## config.mk

```make
export PLATFORM = sky130hd
export DESIGN_NAME = bitfield_unit
export DESIGN_NICKNAME = d
export VERILOG_FILES = /design/src/rtl/bitfield_pkg.sv /design/src/rtl/bf_desc_decode.sv /design/src/rtl/bf_mask_gen.sv /design/src/rtl/bf_rotl.sv /design/src/rtl/bitfield_unit.sv
export SDC_FILE = /design/constraint.sdc
export NUM_CORES = 1
export LEC_CHECK = 0
export ABC_CLOCK_PERIOD_IN_PS = 6300
export BUFFER_PORTS_ARGS = -buffer_cell sky130_fd_sc_hd__buf_2
export CORE_MARGIN = 8
export CORE_UTILIZATION = 30
export DETAILED_ROUTE_END_ITERATION = 10
export PLACE_DENSITY_LB_ADDON = 0.1
export SETUP_SLACK_MARGIN = 0.02
export SYNTH_ARGS = -nofsm -noshare
export SYNTH_HDL_FRONTEND = slang
export SYNTH_HIERARCHICAL = 1
export SYNTH_SLANG_ARGS = --single-unit
```

## constraint.sdc

```tcl
create_clock -name clk_i -period 6.3 [get_ports clk_i]
set_input_delay 1.26 -clock clk_i [delete_from_list [all_inputs] [get_ports clk_i]]
set_output_delay 1.26 -clock clk_i [all_outputs]
set_load 0.02 [all_outputs]
```

## src/rtl/bitfield_pkg.sv

```systemverilog
package bitfield_pkg;
  typedef enum logic [1:0] {
    OP_EXTRACT = 2'b00,
    OP_DEPOSIT = 2'b01,
    OP_CLEAR   = 2'b10,
    OP_RSVD    = 2'b11
  } bf_op_e;
endpackage

```

## src/rtl/bf_desc_decode.sv

```systemverilog
// Splits the descriptor into length and the two rotate amounts; W must be a power of two.
module bf_desc_decode #(
  parameter int W = 16,
  localparam int IDXW = $clog2(W),
  localparam int DW = 2 * IDXW
) (
  input  logic [DW-1:0]   desc_i,
  output logic [IDXW:0]   len_o,
  output logic [IDXW-1:0] ext_amt_o,
  output logic [IDXW-1:0] dep_amt_o,
  output logic            bad_o
);
  logic [IDXW-1:0] start;
  logic [IDXW-1:0] len_m1;
  logic [IDXW:0]   end_pos;

  assign start   = desc_i[DW-1:IDXW];
  assign len_m1  = desc_i[IDXW-1:0];
  assign end_pos = {1'b0, start} + {1'b0, len_m1};
  assign len_o   = {1'b0, len_m1} + (IDXW+1)'(1);
  assign bad_o   = end_pos[IDXW];
  // start+len mod W
  assign ext_amt_o = end_pos[IDXW-1:0] + IDXW'(1);
  // W-start-len mod W == ~(start+len-1)
  assign dep_amt_o = ~end_pos[IDXW-1:0];
endmodule

```

## src/rtl/bf_mask_gen.sv

```systemverilog
module bf_mask_gen #(
  parameter int W = 16,
  localparam int IDXW = $clog2(W)
) (
  input  logic [IDXW:0]   len_i,
  input  logic [IDXW-1:0] pos_i,
  output logic [W-1:0]    low_o,
  output logic [W-1:0]    field_o
);
  always_comb begin
    if (len_i[IDXW]) low_o = '1;
    else             low_o = (W'(1) << len_i[IDXW-1:0]) - W'(1);
  end

  assign field_o = low_o << pos_i;
endmodule

```

## src/rtl/bf_rotl.sv

```systemverilog
module bf_rotl #(
  parameter int W = 16,
  localparam int IDXW = $clog2(W)
) (
  input  logic [W-1:0]    data_i,
  input  logic [IDXW-1:0] amt_i,
  output logic [W-1:0]    data_o
);
  logic [W-1:0] stage [IDXW+1];

  assign stage[0] = data_i;

  for (genvar s = 0; s < IDXW; s++) begin : g_stage
    localparam int SH = 1 << s;
    assign stage[s+1] = amt_i[s] ? {stage[s][W-1-SH:0], stage[s][W-1:W-SH]} : stage[s];
  end

  assign data_o = stage[IDXW];
endmodule

```

## src/rtl/bitfield_unit.sv

```systemverilog
module bitfield_unit
  import bitfield_pkg::*;
#(
  parameter int W = 16,
  localparam int IDXW = $clog2(W),
  localparam int DW = 2 * IDXW
) (
  input  logic          clk_i,
  input  logic          rst_ni,
  input  logic          desc_load_i,
  input  logic [DW-1:0] desc_i,
  input  logic          req_i,
  input  logic [1:0]    op_i,
  input  logic [W-1:0]  operand_i,
  output logic [W-1:0]  result_o,
  output logic          valid_o,
  output logic          err_o
);
  logic [DW-1:0]   desc_q;
  logic [IDXW:0]   len;
  logic [IDXW-1:0] ext_amt, dep_amt, rot_amt;
  logic            bad;
  logic [W-1:0]    low_mask, field_mask, rotated, res_d;
  bf_op_e          op;

  always_ff @(posedge clk_i or negedge rst_ni) begin
    if (!rst_ni)          desc_q <= '0;
    else if (desc_load_i) desc_q <= desc_i;
  end

  bf_desc_decode #(.W(W)) u_dec (
    .desc_i   (desc_q),
    .len_o    (len),
    .ext_amt_o(ext_amt),
    .dep_amt_o(dep_amt),
    .bad_o    (bad)
  );

  bf_mask_gen #(.W(W)) u_mask (
    .len_i  (len),
    .pos_i  (dep_amt),
    .low_o  (low_mask),
    .field_o(field_mask)
  );

  assign op      = bf_op_e'(op_i);
  assign rot_amt = (op == OP_EXTRACT) ? ext_amt : dep_amt;

  // one rotator shared by extract and deposit
  bf_rotl #(.W(W)) u_rot (
    .data_i(operand_i),
    .amt_i (rot_amt),
    .data_o(rotated)
  );

  always_comb begin
    unique case (op)
      OP_EXTRACT: res_d = rotated & low_mask;
      OP_DEPOSIT: res_d = rotated & field_mask;
      OP_CLEAR:   res_d = operand_i & ~field_mask;
      default:    res_d = '0;
    endcase
  end

  always_ff @(posedge clk_i or negedge rst_ni) begin
    if (!rst_ni) begin
      result_o <= '0;
      valid_o  <= 1'b0;
      err_o    <= 1'b0;
    end else begin
      valid_o <= req_i;
      err_o   <= req_i & bad;
      if (req_i) result_o <= res_d;
    end
  end
endmodule

```

# == Yosys cells after proc, flatten, opt, wreduce, memory -nomap -nowiden ==
# Index checks and enable logic that the tools add are counted.
# op_classes
n_addsub,4
eq_ne,2
shift,2
n_mux,7
bitwise,6
n_reduce_logical,1
# ops
operator,count
$mux W16,5
$and A16 B16 Y16,3
$pmux W16 S3,1
$not A16 Y16,1
$shl A1 B4 Y16 const A,1
$shl A16 B4 Y16,1
$sub A16 B2 Y16 const B,1
$add A4 B1 Y5 const B,1
$add A4 B4 Y5,1
$add A4 B1 Y4 const B,1
$mux W4,1
$not A4 Y4,1
$eq A2 B1 Y1 const B,1
$eq A2 B2 Y1 const B,1
$logic_not A2 Y1,1
$and A1 B1 Y1,1
# word_totals
ff_bits,26
out_inout_bits,18
word_cells,26

# == Logic depth before layout (Yosys ltp) ==
# depth
ltp_word,9
depth_mapped,15
mapped_depth_nobuf,13

# == By module ==
# Netlist, hierarchy kept.
# modules_own_cells
mod,instances,cells_per_inst,area_per_inst_um2,seq_area_each_um2
bitfield_unit,1,131,1447.6,650.6
bf_mask_gen,1,182,1143.6,0.0
bf_rotl,1,40,830.8,0.0
bf_desc_decode,1,24,227.7,0.0

# == Worst setup path before layout ==
# No wires, ideal clock.
# synth_path
path_type,input to register
startpoint,in op_i[0]
endpoint,reg result_o[12]
setup_ns,0.141
arrival_ns,3.471
setup_slack_ns,2.688
stages,10
n_path_buf,4
cell_sequence,buf_6 > clkbuf_8 > nor2_1 > mux2_2 > buf_6 > buf_12 > mux4_2 > mux4_1 > nand3b_1 > a31oi_1
# synth_between
elab_cells_between_ends,11
# synth_lines
item,line,source
from (decl),bitfield_unit.sv:13,"input logic [1:0] op_i,"
$logic_not A2 Y1 *,bitfield_unit.sv:47,assign rot_amt = (op == OP_EXTRACT) ? ext_amt : dep_amt;
$mux W4 *,bitfield_unit.sv:47,
named net rot_amt[1],bitfield_unit.sv:21,"logic [IDXW-1:0] ext_amt, dep_amt, rot_amt;"
$mux W16 * (3 in a row),bf_rotl.sv:15,"assign stage[s+1] = amt_i[s] ? {stage[s][W-1-SH:0], stage[s][W-1:W-SH]} : stage[s];"
named net rotated[12],bitfield_unit.sv:23,"logic [W-1:0] low_mask, field_mask, rotated, res_d;"
$and A16 B16 Y16 (on tied branches),"bitfield_unit.sv:59, bitfield_unit.sv:58",
$pmux W16 S3 *,bitfield_unit.sv:57,unique case (op)
to (signal assigned),bitfield_unit.sv:73,if (req_i) result_o <= res_d;
to (decl),bitfield_unit.sv:15,"output logic [W-1:0] result_o,"
# Mark *: on every way through the listed nets, which the timed path passes. The rest lies on a longest branch.
# A chain may end at the register's enable or synchronous reset.

# == Worst setup path in the final report ==
# layout_path
startpoint,reg desc_q[0]
endpoint,reg result_o[2]
# layout_between
elab_cells_between_ends,18
# layout_lines
item,line,source
from (decl),bitfield_unit.sv:19,logic [DW-1:0] desc_q;
from (signal assigned),bitfield_unit.sv:28,else if (desc_load_i) desc_q <= desc_i;
$add A4 B4 Y5 *,bf_desc_decode.sv:19,"assign end_pos = {1'b0, start} + {1'b0, len_m1};"
$not A4 Y4 *,bf_desc_decode.sv:25,assign dep_amt_o = ~end_pos[IDXW-1:0];
named net dep_amt[1],bitfield_unit.sv:21,
$mux W4 *,bitfield_unit.sv:47,
$mux W16 * (3 in a row),bf_rotl.sv:15,
named net rotated[2],bitfield_unit.sv:23,
$and A16 B16 Y16 (on tied branches),"bitfield_unit.sv:59, bitfield_unit.sv:58",
$pmux W16 S3 *,bitfield_unit.sv:57,
# Marks and branches as above.

==> flow_summary.json <==
{
  "async_reset_ff_share_pct": 100,
  "drv_cap": 0,
  "start_util_pct": 30.5,
  "cts_buffer_depth": 2,
  "grt_setup_unrepaired": "no",
  "tritoncts": "yes",
  "placedInstanceArea_um2": 3860,
  "p_per_area_nw_per_um2": 363,
  "io_buffers": 47,
  "die-area_um2": 16000,
  "crit_chain": "ha_1, fa_1, inv_1, nor3_1, xnor3_1, mux2_2, mux4_1, mux4_2, nand3b_1, a31oi_1",
  "reg2regPathDepth": 10,
  "fillers": 1248,
  "fin_crit_sh_pct": 66.6,
  "final_nets": 432,
  "grt_pass1_vias": 3212,
  "syn_nets": 415,
  "drt-total-wl_um": 12100,
  "dr_total_vias": 3291,
  "clk_pin_slew_ns": 0.07,
  "maxSlewViolCount": 0,
  "grt_usage_pct": 14.9,
  "cts-resized-gates": 0,
  "finalSetupViolations": 0,
  "peakVddDrop_mv": 0.102,
  "r2r-end": "result_o[2]",
  "seq_power_share_pct": 15.2,
  "worst_path_largest_cell_delay_ns": 0.70,
  "setup_ws_ns": 2.10,
  "grt_overflow": 0,
  "num_antenna_cells": 0,
  "status": "complete, no violations",
  "worst_slew_pin_slew_ns": 0.782,
  "post-route-cell-area_um2": 3970,
  "yosysWarnings": 6,
  "avgSynthCellArea_um2": 9.68,
  "grt_pass1_wl_um": 19100,
  "p_switching_w": 0.000655,
  "fmax_mhz": 238,
  "gp_congestion": 0.897,
  "place_ws_ns": 2.15,
  "timing.final.crit_period_ns": 4.20,
  "vias_per_cell": 6.09,
  "leakage_nw": 1.55,
  "die_h_um": 126,
  "drtAntennaViolNets": 0,
  "synth_edf_count": 0,
  "clkSinkCount": 26,
  "ys_ff_latch": 26,
  "cts_made_buffers": 3,
  "yosysSeqAreaShare_pct": 17.8,
  "place_hpwl_um": 9500,
  "skew_ns": 0.00519,
  "hold_viol": 0,
  "r2r_slack_ns": 2.10,
  "synthesis.area_um2": 3650,
  "cpLargestDelayFamily": "multiplexers",
  "synth.distinct_cells": 69,
  "fin_setup_tns_ns": 0,
  "crit_type": "flop to flop",
  "critPathCapture": "result_o[2]",
  "worstPathRequired_ns": 6.40,
  "critical_path_buf_inv_count": 1,
  "htreeDepth": 1,
  "critPathLaunchType": "flop",
  "layout-drive-gt1-share_pct": 30.3,
  "slew_headroom_pct": 47.8,
  "routedWlPerCell_um": 22.4,
  "drc": 0,
  "cts-root-buf": "clkbuf_16",
  "switching_share_pct": 45.5,
  "ios": 48,
  "startpoint": "desc_q[0]",
  "cts_setup_buffers": 0,
  "slowest_stage": "mux4_1",
  "first_iter_violations": 415,
  "combPwrFrac_pct": 72.1,
  "grt_max_degree": 35,
  "cp_data_arrival_time_ns": 4.30,
  "core_um2": 12000,
  "hold_class": "flop to flop",
  "hold_buffers": 0,
  "synth_cells": 377,
  "dr.pass1.iters": 5,
  "p_int_w": 0.000784,
  "rr_startpoint": "desc_q[0]",
  "clock_latency_ns": 0.26,
  "syn_to_final_growth_pct": 8.71,
  "yosys_most_used_dff": "dfrtp_1",
  "rows": 40,
  "antenna_found_initial": 0,
  "worstSetupEndpointType": "flop",
  "critPathMaxFanout": 24,
  "cp.depth": 10,
  "fp.dieW_um": 126,
  "clkPwrFrac_pct": 12.7
}
-- worst min-delay path by stage --
stage | from | endpoint | cells past startpoint
final | desc_q[7] | desc_q[7] | 1
after global routing | desc_q[7] | desc_q[7] | 1
after CTS | desc_q[7] | desc_q[7] | 1
after detailed placement | desc_q[7] | desc_q[7] | 1
after global placement | desc_q[6] | desc_q[6] | 1
after floorplan | desc_q[4] | desc_q[4] | 1
-- layer usage --
metal	up-vias	GRT usage, %	wire [µm]
li1	1513	-	-
met3	12	1.93	809
met5	-	0	0
met4	0	3.11	186
met2	154	23.6	5520
met1	1612	21.1	5570
-- final cells by class --
cell class                      instances  area, µm²  share of cell area, %
Inverter                               13       48.8                   1.23
Timing Repair Buffer                   52        273                   6.87
Clock inverter                          1       30.0                  0.757
Sequential cell                        26        651                   16.4
Multi-Input combinational cell        298       2710                   68.2
Tap cell                              147        184                   4.64
Clock buffer                            3       75.1                   1.89
-- worst reg2reg max path, delay by kind of cell (launching register included) --
family	cells	cell delay, ns
AO/OA/AOI/OAI	1	0.12
XOR/XNOR	1	0.30
adder cells (fa/ha/maj)	2	0.72
buffers and inverters	1	0.57
flip-flops	1	0.42
multiplexers	3	1.62
AND/OR/NAND/NOR	2	0.31
-- kinds of logic after synthesis --
kind of cell / Yosys count / share of synthesized area (%)
simple gates: 131 / 20.9
compound gates: 91 / 17.8
buf+inv: 53 / 8.43
mux: 61 / 30.1
flops: 26 / 17.8
xor+xnor: 7 / 2.06
fa+ha+maj: 8 / 2.95
-- power groups by stage --
stage | sequential (W) | combinational [W] | clock (W)
after detailed placement | 0.000222 | 0.00102 | 0
final | 0.000219 | 0.00104 | 0.000183
after floorplan | 0.000250 | 0.000767 | 0
after global routing | 0.000224 | 0.00111 | 0.000195
after global placement | 0.000221 | 0.00105 | 0
after CTS | 0.000220 | 0.00102 | 0.000187
-- synthesized netlist by cell type, types with 2 or more instances --
library cell  number  share of area [%]
a211oi_1           3               0.62
a21o_1             3               0.62
a21oi_1            9                1.2
a22oi_1            2               0.41
a311o_1            3               0.82
a311oi_1           2               0.48
a31oi_1           22                3.8
and2_1             2               0.34
and3_1             2               0.34
buf_2             11                1.5
buf_4              4               0.82
buf_6              7                2.2
clkbuf_1          14                1.4
clkinv_1           2               0.21
dfrtp_1           26                 18
ha_1               7                2.4
inv_1             11                1.1
mux2_2            28                8.6
mux4_1            14                 10
mux4_2            18                 11
nand2_1           15                1.5
nand2b_1           3               0.51
nand3_1            6               0.82
nand3b_1          34                7.0
nand4_1            4               0.69
nor2_1            37                3.8
nor2b_1            5               0.86
nor3_1             6               0.82
nor4_1             4               0.69
nor4b_4            2                1.3
o211ai_1           6                1.2
o21a_1             2               0.41
o21ai_0           15                2.1
o21ai_1            2               0.27
o221ai_1           2               0.48
or2_2              4               0.69
or3_1              4               0.69
xnor2_1            4               0.96
xor2_1             2               0.48
-- sequential cells by signal (all words and copies together), names as in the netlist --
register	flops
result_o	16
desc_q	8
err_o	1
valid_o	1
-- placed cells by master (no fill, tap or decap), types with 3 or more instances in the layout --
cell and count:
nand2_1 15, xnor2_1 3, o211ai_1 6, nor4_1 4, mux4_2 18, a31oi_1 22, nor3_1 6, nand4_1 4
a311o_1 3, clkbuf_16 3, mux4_1 14, or2_2 4, o21ai_0 15, buf_2 47, nand3_1 6, nand3b_1 34
nor2b_1 5, or3_1 4, mux2_2 28, nand2b_1 3, dfrtp_1 26, buf_4 5, a21o_1 3, a21oi_1 9
ha_1 7, nor2_1 37, inv_1 11, a211oi_1 3
-- metrics by stage --
| step | instances | utilization, % | hold slack [ns] | total power, W |
|---|---|---|---|---|
| after floorplan | 377 | - | 0.485 | 0.00102 |
| after global placement | 536 | 32.3 | 0.508 | 0.00127 |
| after detailed placement | 536 | 32.3 | 0.506 | 0.00125 |
| after CTS | 540 | 33.2 | 0.527 | 0.00143 |
| after global routing | 540 | 33.2 | 0.540 | 0.00153 |
| final | 540 | 33.2 | 0.524 | 0.00144 |
No activity file was read; power rests on OpenSTA's default activity.
